`config.mk`:
```
export PLATFORM = sky130hd
export DESIGN_NAME = bafe_estimator
export DESIGN_NICKNAME = d
export VERILOG_FILES = /design/src/rtl/bafe_pkg.sv /design/src/rtl/bafe_sequencer.sv /design/src/rtl/bafe_half_acc.sv /design/src/rtl/bafe_estimator.sv
export SDC_FILE = /design/constraint.sdc
export NUM_CORES = 1
export LEC_CHECK = 0
export CAP_MARGIN = 20
export CORE_MARGIN = 2
export CORE_UTILIZATION = 55
export DETAILED_ROUTE_END_ITERATION = 16
export PLACE_DENSITY = 0.75
export SYNTH_ARGS = -nofsm -noshare
export SYNTH_HDL_FRONTEND = slang
export SYNTH_SLANG_ARGS = --single-unit
export TNS_END_PERCENT = 20
```
`constraint.sdc`:
```
create_clock -name clk -period 7 [get_ports clk]
set_input_delay 0.7 -clock clk [delete_from_list [all_inputs] [get_ports clk]]
set_output_delay 0.7 -clock clk [all_outputs]
set_load 0.005 [all_outputs]
```
`src/rtl/bafe_pkg.sv`:
```
package bafe_pkg;

   typedef enum logic {
      HALF_LEAD  = 1'b0,
      HALF_TRAIL = 1'b1
   } half_e;

   // control word shared by the sequencer and every accumulator
   typedef struct packed {
      logic  add;    // accept a record this cycle
      half_e side;   // half it belongs to
      logic  close;  // record is the last of the block
      logic  wipe;   // abandon the block
   } acc_ctl_t;

   function automatic int sum_width(input int w, input int n);
      return w + $clog2(n + 1);
   endfunction

endpackage

```
`src/rtl/bafe_sequencer.sv`:
```
module bafe_sequencer
   import bafe_pkg::*;
#(
   parameter int M = 200
) (
   input  logic     clk,
   input  logic     rst_n,
   input  logic     blk_clear,
   input  logic     rec_valid,
   output acc_ctl_t ctl,
   output logic     done
);
   localparam int HALF  = M / 2;
   localparam int IDX_W = (M > 2) ? $clog2(M) : 1;
   localparam logic [IDX_W-1:0] LAST_IDX  = IDX_W'(M - 1);
   localparam logic [IDX_W-1:0] HALF_IDX  = IDX_W'(HALF);

   logic [IDX_W-1:0] rec_idx;
   logic             done_q;

   always_comb begin
      ctl.wipe  = blk_clear;
      ctl.add   = rec_valid & ~blk_clear;
      ctl.side  = (rec_idx >= HALF_IDX) ? HALF_TRAIL : HALF_LEAD;
      ctl.close = ctl.add & (rec_idx == LAST_IDX);
   end

   always_ff @(posedge clk or negedge rst_n) begin
      if (!rst_n) begin
         rec_idx <= '0;
         done_q  <= 1'b0;
      end else begin
         done_q <= ctl.close;
         if (ctl.wipe)
            rec_idx <= '0;
         else if (ctl.close)
            rec_idx <= '0;
         else if (ctl.add)
            rec_idx <= rec_idx + 1'b1;
      end
   end

   assign done = done_q;

   // the record index never leaves the block
   p_idx_range_r2: assert property (@(posedge clk) disable iff (!rst_n)
      rec_idx <= LAST_IDX);

   // the strobe never lasts two cycles
   p_done_single_r3: assert property (@(posedge clk) disable iff (!rst_n)
      done |=> !done);

   // a clear restarts numbering at record 0
   p_clear_restart_r7: assert property (@(posedge clk) disable iff (!rst_n)
      blk_clear |=> (rec_idx == '0));

   // idle cycles leave the numbering alone
   p_idle_hold_r10: assert property (@(posedge clk) disable iff (!rst_n)
      (!rec_valid && !blk_clear) |=> $stable(rec_idx));

endmodule

```
`src/rtl/bafe_half_acc.sv`:
```
module bafe_half_acc
   import bafe_pkg::*;
#(
   parameter int W        = 48,
   parameter int HALF     = 100,
   parameter bit DIFF_ACC = 1'b0
) (
   input  logic                      clk,
   input  logic                      rst_n,
   input  acc_ctl_t                  ctl,
   input  logic [W-1:0]              value,
   output logic signed [sum_width(W, HALF):0] delta
);
   localparam int AW = sum_width(W, HALF);

   logic signed [AW:0] val_s;
   assign val_s = $signed({{(AW + 1 - W){1'b0}}, value});

   generate
      if (DIFF_ACC) begin : g_single
         // one signed running difference: trailing adds, leading subtracts
         logic signed [AW:0] run;

         always_ff @(posedge clk or negedge rst_n) begin
            if (!rst_n) begin
               run   <= '0;
               delta <= '0;
            end else if (ctl.wipe) begin
               run <= '0;
            end else if (ctl.close) begin
               delta <= run + val_s;
               run   <= '0;
            end else if (ctl.add) begin
               if (ctl.side == HALF_TRAIL)
                  run <= run + val_s;
               else
                  run <= run - val_s;
            end
         end

         // a finished block leaves nothing behind
         p_close_empty_r6: assert property (@(posedge clk) disable iff (!rst_n)
            (ctl.close && !ctl.wipe) |=> (run == '0));

         // a clear empties the running difference
         p_wipe_empty_r7: assert property (@(posedge clk) disable iff (!rst_n)
            ctl.wipe |=> (run == '0));
      end else begin : g_pair
         // two unsigned half sums, differenced once per block
         logic [AW-1:0] sum_lead;
         logic [AW-1:0] sum_trail;
         logic [AW-1:0] trail_next;

         assign trail_next = sum_trail + AW'(value);

         always_ff @(posedge clk or negedge rst_n) begin
            if (!rst_n) begin
               sum_lead  <= '0;
               sum_trail <= '0;
               delta     <= '0;
            end else if (ctl.wipe) begin
               sum_lead  <= '0;
               sum_trail <= '0;
            end else if (ctl.close) begin
               delta     <= $signed({1'b0, trail_next}) - $signed({1'b0, sum_lead});
               sum_lead  <= '0;
               sum_trail <= '0;
            end else if (ctl.add) begin
               if (ctl.side == HALF_TRAIL)
                  sum_trail <= trail_next;
               else
                  sum_lead <= sum_lead + AW'(value);
            end
         end

         // the leading sum only grows while it is being filled
         p_no_overflow_r8: assert property (@(posedge clk) disable iff (!rst_n)
            (ctl.add && !ctl.close && !ctl.wipe && ctl.side == HALF_LEAD)
            |=> (sum_lead >= $past(sum_lead)));

         // the trailing sum only grows while it is being filled
         p_no_overflow_trail_r8: assert property (@(posedge clk) disable iff (!rst_n)
            (ctl.add && !ctl.close && !ctl.wipe && ctl.side == HALF_TRAIL)
            |=> (sum_trail >= $past(sum_trail)));

         // a clear empties both sums
         p_wipe_empty_r7: assert property (@(posedge clk) disable iff (!rst_n)
            ctl.wipe |=> (sum_lead == '0 && sum_trail == '0));
      end
   endgenerate

endmodule

```
`src/rtl/bafe_estimator.sv`:
```
module bafe_estimator
   import bafe_pkg::*;
#(
   parameter int M        = 200,
   parameter int TIME_W   = 48,
   parameter int CNT_W    = 48,
   parameter bit DIFF_ACC = 1'b0
) (
   input  logic                                   clk,
   input  logic                                   rst_n,
   input  logic                                   blk_clear,
   input  logic                                   rec_valid,
   input  logic [TIME_W-1:0]                      rec_time,
   input  logic [CNT_W-1:0]                       rec_count,
   output logic [sum_width(TIME_W, M / 2):0]      time_delta,
   output logic [sum_width(CNT_W, M / 2):0]       count_delta,
   output logic                                   blk_done
);
   localparam int HALF = M / 2;
   localparam int TAW  = sum_width(TIME_W, HALF);
   localparam int CAW  = sum_width(CNT_W, HALF);

   generate
      if (M < 2 || (M % 2) != 0) begin : g_bad_m
         $error("bafe_estimator: M must be even and at least 2");
      end
      if (TIME_W < 1 || CNT_W < 1) begin : g_bad_w
         $error("bafe_estimator: field widths must be positive");
      end
   endgenerate

   acc_ctl_t ctl;
   logic signed [TAW:0] t_delta;
   logic signed [CAW:0] c_delta;

   bafe_sequencer #(.M(M)) u_seq (
      .clk       (clk),
      .rst_n     (rst_n),
      .blk_clear (blk_clear),
      .rec_valid (rec_valid),
      .ctl       (ctl),
      .done      (blk_done)
   );

   bafe_half_acc #(.W(TIME_W), .HALF(HALF), .DIFF_ACC(DIFF_ACC)) u_time (
      .clk   (clk),
      .rst_n (rst_n),
      .ctl   (ctl),
      .value (rec_time),
      .delta (t_delta)
   );

   bafe_half_acc #(.W(CNT_W), .HALF(HALF), .DIFF_ACC(DIFF_ACC)) u_count (
      .clk   (clk),
      .rst_n (rst_n),
      .ctl   (ctl),
      .value (rec_count),
      .delta (c_delta)
   );

   assign time_delta  = t_delta;
   assign count_delta = c_delta;

   // results move only together with the strobe
   p_hold_r9: assert property (@(posedge clk) disable iff (!rst_n)
      !blk_done |-> ($stable(time_delta) && $stable(count_delta)));

   // a clear never produces a strobe
   p_clear_quiet_r7: assert property (@(posedge clk) disable iff (!rst_n)
      blk_clear |=> !blk_done);

endmodule

```
== Word level (Yosys, flattened, before mapping) ==
Index checks and enable logic that the tools add are counted.
Word-level totals
  register bits: 341
  input port bits: 100
  output and inout port bits: 113
  word-level logic and storage cells: 46
Cells by class
  add/subtract/negate cells: 7
  $lt $le $gt $ge: 1
  eq/ne operators: 2
  muxes and demuxes: 20
  bitwise gates (word level): 3
  reduce and logical (&&, ||, !) cells: 5
Operators with widths (number)
  55-bit 2-to-1 mux: 16
  55-bit by 48-bit adder with 55-bit output: 4
  55-bit by 55-bit subtractor with 56-bit output: 2
  8-bit 2-to-1 mux: 3
  8-bit by 1-bit adder with 8-bit output, second input constant: 1
  8-bit equality test, second input constant: 1
  8-bit by 7-bit greater-or-equal comparator with 1-bit output, second input constant: 1
  2-bit AND reduction: 3
  3-bit nonzero test: 2
  3-bit by 2-bit != test with 1-bit output, second input constant: 1
  1-bit bitwise AND: 2
  1-bit 2-to-1 mux: 1
  1-bit inverter: 1

== Logic depth before layout (Yosys ltp) ==
Gate-level depths: netlist (run 1).
  depth after elaboration: 6
  gate-level depth with buffers: 23
  mapped depth without buffers: 23

== By module ==
Synthesis (run 1) repeated with hierarchy kept, for this count alone.
Unflattened totals
  cell total of the unflattened synthesis: 3872
  area, all modules: 30897.1 um2
Modules (own cells, without submodules)
  bafe_half_acc at u_count: times used 1, cells each 1915, area each 15229.6 um2, sequential area each 4154.0 um2
  bafe_half_acc at u_time: times used 1, cells each 1900, area each 15108.2 um2, sequential area each 4154.0 um2
  bafe_sequencer: times used 1, cells each 57, area each 559.3 um2, sequential area each 225.2 um2

== Worst setup path before layout (run 1) ==
OpenSTA, ideal clock, no wires.
  path type: in2reg
  start: in rec_time[17]
  end: reg u_time.delta[54]
  library setup time: 126 ps
  arrival: 5066 ps
  required time: 6874 ps
  path slack: 1808 ps
  stages: 21
  path buffers: 1
  path through: ha_1 > clkbuf_1 > nand2_1 > or3_1 > nand3b_1 > a2111o_1 > and2_1 > o21ai_1 > a31oi_1 > nor2b_1 > xnor2_1 > ha_1 > a21o_1 > a21o_1 > a21o_1 > a21o_1 > a21oi_1 > nand2_1 > o21a_1 > a31o_2 > a221o_1
Between the ends
  cells in the longest elaborated chain, start to end: 2
Ends and longest elaborated chain
  start, declared: line bafe_estimator.sv:13  | input logic [TIME_W-1:0] rec_time,
  55-bit by 48-bit adder with 55-bit output: line bafe_half_acc.sv:54  | assign trail_next = sum_trail + AW'(value);
  55-bit by 55-bit subtractor with 56-bit output: line bafe_half_acc.sv:65  | delta <= $signed({1'b0, trail_next}) - $signed({1'b0, sum_lead});
  end signal, assigned: line bafe_half_acc.sv:65
  end, declared: line bafe_half_acc.sv:12  | output logic signed [sum_width(W, HALF):0] delta
Every way passes these cells.
A chain may end at the register's enable or synchronous reset.

== Worst setup path after layout (run 1) ==
  start: in rec_time[0]
  end: reg u_time.delta[52]
Same word-level chain as after synthesis.

==> impl_metrics.yaml, run 1 <==
outcome:
  status: "finished clean"
global_route:
  grt_pass1_vias: 27400
  antenna_found_initial: 2
  grt_pass1_wl_um: 144000
  grt_util_all_layers_pct: 31.2
  grt_max_degree: 101
  grt.overflow.total: 0
setup_path:
  r2r-end: "u_time.delta[52]"
  r2r_slack_ps: 1270
  path_class: "primary input to register"
  worstSetupStartpoint: "rec_time[0]"
  crit_arrival_ps: 6340
  endpoint: "u_time.delta[52]"
  rr_worst_depth: 19
  crit-reg2reg-launch: "u_time.g_pair.sum_trail[0]"
  start_kind: "primary input"
  end_kind: "register"
  cp_max_fo: 8
  cp.required_ps: 7410
cells_and_area:
  seq_area_mm2: 0.00853
  multiInputGateArea_mm2: 0.0206
  syn_to_final_growth_pct: 13.1
  nNetsFinal: 4441
  finalNonFillerCells: 4811
  final_layout_size_suffix_gt1_share_pct: 3.08
  fillers: 5073
detailed_routing:
  ant_nets: 0
  vias_per_cell: 6.04
  drc: 0
  wl_per_cell_um: 18.8
  vias: 29100
  wirelength_um: 90300
  first_iter_violations: 2284
  first_pass_iters: 5
clocking:
  postCtsSetupRepairBufs: 0
  holdBufCountCts: 0
  htreeDepth: 2
  cts_sinks: 341
  cts_tree: "done"
  cts_buffer_depth: 3
  clock_latency_ps: 590
  clkTransAtPathRegs_ps: 60
  cts_resized: 0
  cts_root_buffer: "clkbuf_16"
  cts_inserted_buffers: 43
yosys:
  synth_seq_area_share_pct: 27.9
  syn-num-nets: 4353
  syn-instance-count: 3943
  synth_edf_count: 0
  synth_flop_cell: "dfrtp_1"
  syn-cell-area_mm2: 0.0306
  synth_largest_area_cell: "dfrtp_1"
  postSynth.asyncResetShare_pct: 100
  synthTopCellsByArea: "dfrtp_1, ha_1, a21oi_1"
  syn_avg_cell_area_um2: 7.76
  ys_ff_latch: 341
  yosysWarnings: 0
  yosysTopAreaCellShare_pct: 27.9
  ys_types: 84
power:
  internal_power_uw: 4520
  netSwitchingFraction_pct: 36.6
  pwr-share-clk_pct: 32.8
  powerDensity_mw_per_mm2: 206
  leakagePower_uw: 0.0159
  ir_drop_uv: 169
  p_switching_uw: 2610
  seqPwrFrac_pct: 29.9
  power.total_uw: 7130
  share_comb_of_total_power_pct: 37.3
sta:
  drv_slew: 0
  fin_crit_ps: 5930
  setup_viol: 0
  hold_violations: 0
  clock-skew-final_ps: 23.8
  max_freq_mhz: 169
  fin_setup_tns_ps: 0
  tightest_slew_ps: 1070
  relSlewSlack_pct: 28.8
  period_share_pct: 84.7
  rsz0062_at_grt: "no"
die:
  core_area_mm2: 0.0551
  die_y_um: 240
  io_pins: 213
  rows: 86
  die_w_um: 240
  die_area_mm2: 0.0576
  initial_core_util_pct: 55.6
flow_run:
  maxCapViolCount: 0
placed_design:
  port_buffers: 212
  dp_hpwl_um: 68100
  place.gp.congestion: 0.966
  numPlacedInstances: 4734
hold_path:
  hold_path_class: "primary input to async pin"
critical path, cell delays in order:
cell and delay [ps]:
clkdlybuf4s50_1 430, ha_1 240, fa_1 410, a21oi_1 290, o22ai_1 170, o211ai_1 300, and3_1 190, o21ai_0 120
a21boi_0 300, xnor2_1 150, ha_1 440, and3_1 210, nand3_1 110, a2111oi_0 650, buf_4 230, o2111ai_1 160
a211oi_1 520, nand2b_1 290, nor4b_1 310, o41ai_1 110
synth_stat cells, drive strengths merged (13+ instances only):
cell,n
nand2,618
a21oi,472
dfrtp,341
ha,304
o21ai,255
nor2,241
a21o,196
inv,194
xnor2,183
clkbuf,177
xor2,110
nand3,92
nand4,72
o21bai,60
nor3,54
a31oi,50
a211oi,38
o21a,38
o22ai,34
and3,30
or3,28
o31ai,26
nor2b,25
o211ai,24
nand2b,22
and2,19
buf,17
a21boi,15
a211o,13
o31a,13
power by group through the flow:
stage	Sequential [uW]	Combinational (uW)	Clock (uW)
3_5_place_dp	2160	2590	0
6_report	2130	2660	2340
4_1_cts	2130	2610	2370
2_1_floorplan	2140	1960	0
5_1_grt	2140	2940	2450
3_3_place_gp	2160	2580	0
flip-flops by register name (all words and copies together) (netlist names):
register	flops
u_count.delta	56
u_count.g_pair.sum_lead	55
u_count.g_pair.sum_trail	55
u_seq.done	1
u_seq.rec_idx	8
u_time.delta	56
u_time.g_pair.sum_lead	55
u_time.g_pair.sum_trail	55
kinds of logic after synthesis:
family | share of synthesized area [%]
buf+inv | 4.79
compound gates | 27.3
xor+xnor | 8.38
mux | 0.470
fa+ha+maj | 12.8
flops | 27.9
simple gates | 18.4
worst min path at each step:
stage / slack, ps / cells after the start / start / to
final: 120 / 1 / rst_n / u_count.delta[8]
after global placement: 450 / 2 / u_time.delta[20] / u_time.delta[20]
after CTS: 130 / 1 / rst_n / u_count.delta[15]
after global routing: 160 / 1 / rst_n / u_count.delta[9]
after floorplan: 400 / 0 / rst_n / u_count.delta[0]
after detailed placement: 450 / 2 / u_count.delta[40] / u_count.delta[40]
layout by cell type (no fill, tap or decap), drive strengths merged, types with 11 or more instances in the layout:
master | Yosys | layout
a21oi | 472 | 472
or3 | 28 | 28
o22ai | 34 | 34
and2 | 19 | 19
and3 | 30 | 30
a21o | 196 | 196
mux2i | 11 | 11
nor4 | 12 | 12
nand2 | 618 | 618
inv | 194 | 195
ha | 304 | 304
a221o | 12 | 12
a41oi | 12 | 12
a211o | 13 | 13
a21boi | 15 | 15
nand4 | 72 | 72
xor2 | 110 | 110
nor2b | 25 | 25
nor2 | 241 | 241
clkdlybuf4s50 | 0 | 211
a211oi | 38 | 38
nand3 | 92 | 92
buf | 17 | 26
nand2b | 22 | 22
o31a | 13 | 13
dfrtp | 341 | 341
o21ai | 255 | 255
xnor2 | 183 | 183
a31oi | 50 | 50
clkbuf | 177 | 60
o211ai | 24 | 24
o31ai | 26 | 26
o21bai | 60 | 60
o21a | 38 | 38
nor3 | 54 | 54
metrics by stage:
stage	area (um2)	util (%)	hold WS [ps]	setup slack, ps
after global placement	33200	60.2	448	769
after CTS	34600	62.8	135	1190
final	34600	62.8	119	1070
after detailed placement	33200	60.2	454	590
after floorplan	30600	-	404	1810
after global routing	34600	62.8	165	677
layout make-up:
cell class              instances  share of cell area (%)
diodes                          2                  0.0145
repair buffers                237                    6.72
clock inverters                15                   0.596
well taps                     748                    2.70
clock buffers                  60                    3.59
multi-input cells            3214                    59.6
inverters                     194                    2.10
flip-flops and latches        341                    24.6
per-layer routing:
layer / GRT usage, % / vias up / part of all wire [%]
li1: - / 14300 / -
met1: 44.8 / 13600 / 47
met2: 48.3 / 963 / 43
met3: 3.86 / 158 / 6.5
met4: 10.8 / 0 / 3.4
met5: 0 / - / 0
(Power assumes the default switching activity.)
==> run 2, diff against run 1 <==
--- a/config.mk
+++ b/config.mk
@@ -9,7 +9,7 @@
 export CORE_MARGIN = 2
 export CORE_UTILIZATION = 55
 export DETAILED_ROUTE_END_ITERATION = 16
-export PLACE_DENSITY = 0.75
+export PLACE_DENSITY = 0.78
 export SYNTH_ARGS = -nofsm -noshare
 export SYNTH_HDL_FRONTEND = slang
 export SYNTH_SLANG_ARGS = --single-unit
==> constraint.sdc (replaced) <==
create_clock -name clk -period 5.25 [get_ports clk]
set_input_delay 0.525 -clock clk [delete_from_list [all_inputs] [get_ports clk]]
set_output_delay 0.525 -clock clk [all_outputs]
set_load 0.005 [all_outputs]
==> run 2 against run 1 <==
Compared with the run above: combinational power grew 62%; die area is the same; worst hold slack gained 360 ps; worst setup slack lost 890 ps; critical endpoint is now u_time.delta[54].
==> impl_metrics.yaml, run 2 (synthesized netlist as in run 1, its figures left out) <==
global_route:
  grt_pass1_wl_um: 156000
  antenna_found_initial: 0
  grt_util_all_layers_pct: 33.6
  grt_max_degree: 117
  grt_pass1_vias: 30100
  grt.overflow.total: 0
die:
  initial_core_util_pct: 55.6
  rows: 86
  die_area_mm2: 0.0576
  core_area_mm2: 0.0551
  die_y_um: 240
  io_pins: 213
  die_w_um: 240
cells_and_area:
  layout_common_cells: "nand2_1, buf_4, a21oi_1"
  stdcell_area_mm2: 0.0391
  final_layout_size_suffix_gt1_share_pct: 15.7
  nNetsFinal: 5003
  reg_top3: "u_count.delta: 56 flops, u_time.delta: 56 flops"
  antenna_cells: 0
  final_common_cell: "nand2_1"
  post-route-util_pct: 70.9
  finalNonFillerCells: 5373
  fillers: 4497
  syn_to_final_growth_pct: 27.6
detailed_routing:
  first_iter_violations: 2621
  first_pass_iters: 6
  wl_per_cell_um: 18.2
  ant_nets: 0
  vias: 31800
  drc: 0
  vias_per_cell: 5.91
  wirelength_um: 97700
power:
  powerDensity_mw_per_mm2: 263
  leakagePower_uw: 0.0187
  ir_drop_uv: 238
setup_path:
  crit_arrival_ps: 5530
  rr_worst_depth: 21
  cp_max_fo: 4
  worstSetupStartpoint: "rec_time[13]"
  r2r_slack_ps: 240
  crit-reg2reg-launch: "u_time.g_pair.sum_trail[13]"
  start_kind: "primary input"
  end_kind: "register"
  cp.required_ps: 5710
  r2r-end: "u_time.delta[54]"
  path_class: "primary input to register"
  endpoint: "u_time.delta[54]"
placed_design:
  place_area_mm2: 0.0374
  numPlacedInstances: 5291
  post-place-ws_ps: -520
  dp_hpwl_um: 74700
  place.gp.congestion: 0.964
  port_buffers: 212
clocking:
  cts_inserted_buffers: 43
  cts_buffer_depth: 3
  cts_sinks: 341
  cts_tree: "done"
  clock_latency_ps: 600
  cts_root_buffer: "clkbuf_16"
  clkTransAtPathRegs_ps: 60
  htreeDepth: 2
sta:
  tightest_slew_ps: 1030
  max_freq_mhz: 197
  setup_slack_ps: 183
  clock-skew-final_ps: 15.9
  setup_viol: 0
  relSlewSlack_pct: 31.5
  hold_violations: 0
  period_share_pct: 96.5
  timing.hold.ws_ps: 475
  drv_slew: 0
  fin_crit_ps: 5070
flow_run:
  maxCapViolCount: 0
hold_path:
  hold_path_class: "register to register"
  holdCritStartpoint: "u_time.delta[30]"
outcome:
  status: "finished clean"
-- run 2: layer usage --
metal / up-vias / global-route usage [%] / part of all wire, % / wire length, um
li1: 15400 / - / - / -
met2: 1132 / 52.8 / 44 / 43100
met1: 15000 / 47.2 / 45 / 44300
met3: 215 / 4.71 / 7.0 / 6810
met5: - / 0 / 0 / 0
met4: 0 / 12.0 / 3.6 / 3550
-- run 2: final cells by class --
cell class | count | area [um2] | area share, %
clock buffer | 59 | 1230 | 3.14
clock inverter | 18 | 225 | 0.576
tap | 748 | 936 | 2.40
inverter | 194 | 728 | 1.86
multi-input combinational | 3214 | 20800 | 53.4
timing repair buffer | 799 | 6570 | 16.8
sequential | 341 | 8530 | 21.8
-- run 2: power breakdown --
| group | switching (uW) | internal [uW] | total [uW] |
|---|---|---|---|
| clock | 1250 | 1880 | 3130 |
| sequential | 94.2 | 2740 | 2840 |
| combinational | 2380 | 1940 | 4320 |
| total | 3730 | 6560 | 10300 |
-- run 2: timing repair --
item,4_1_cts,5_1_grt
hold buffers,1,0
resized for setup,1,44
pin swaps,0,17
setup buffers,0,4
endpoints found under the setup margin,1,33
hold endpoints to repair,73,0
-- run 2: per-stage QoR --
| step | TNS, ps | power, uW |
|---|---|---|
| after detailed placement | -11380 | 7030 |
| after CTS | 0 | 10200 |
| after floorplan | 0 | 5460 |
| final | 0 | 10300 |
| after global placement | -7250 | 6980 |
| after global routing | -82.8 | 10800 |
-- run 2: worst max-delay path, cell delays in order --
cell,delay [ps]
clkdlybuf4s50_1,480
ha_1,360
and2_1,170
nand3_1,100
or3_1,310
nand3b_1,250
a2111o_1,510
and2_1,190
o21ai_1,170
a31oi_1,120
nor2b_1,150
xnor2_1,130
ha_1,300
a21o_1,200
a21o_1,170
a21o_1,190
a21o_1,180
a21oi_1,180
nand2_1,100
o21a_1,210
a31o_2,250
a221o_1,290
-- run 2: worst min-delay path by stage --
stage	end	slack (ps)	cells past startpoint
5_1_grt	u_time.delta[20]	490	2
4_1_cts	u_time.delta[23]	480	2
3_3_place_gp	u_count.delta[28]	450	2
6_report	u_time.delta[30]	480	2
3_5_place_dp	u_count.delta[28]	460	2
2_1_floorplan	u_count.delta[0]	230	0
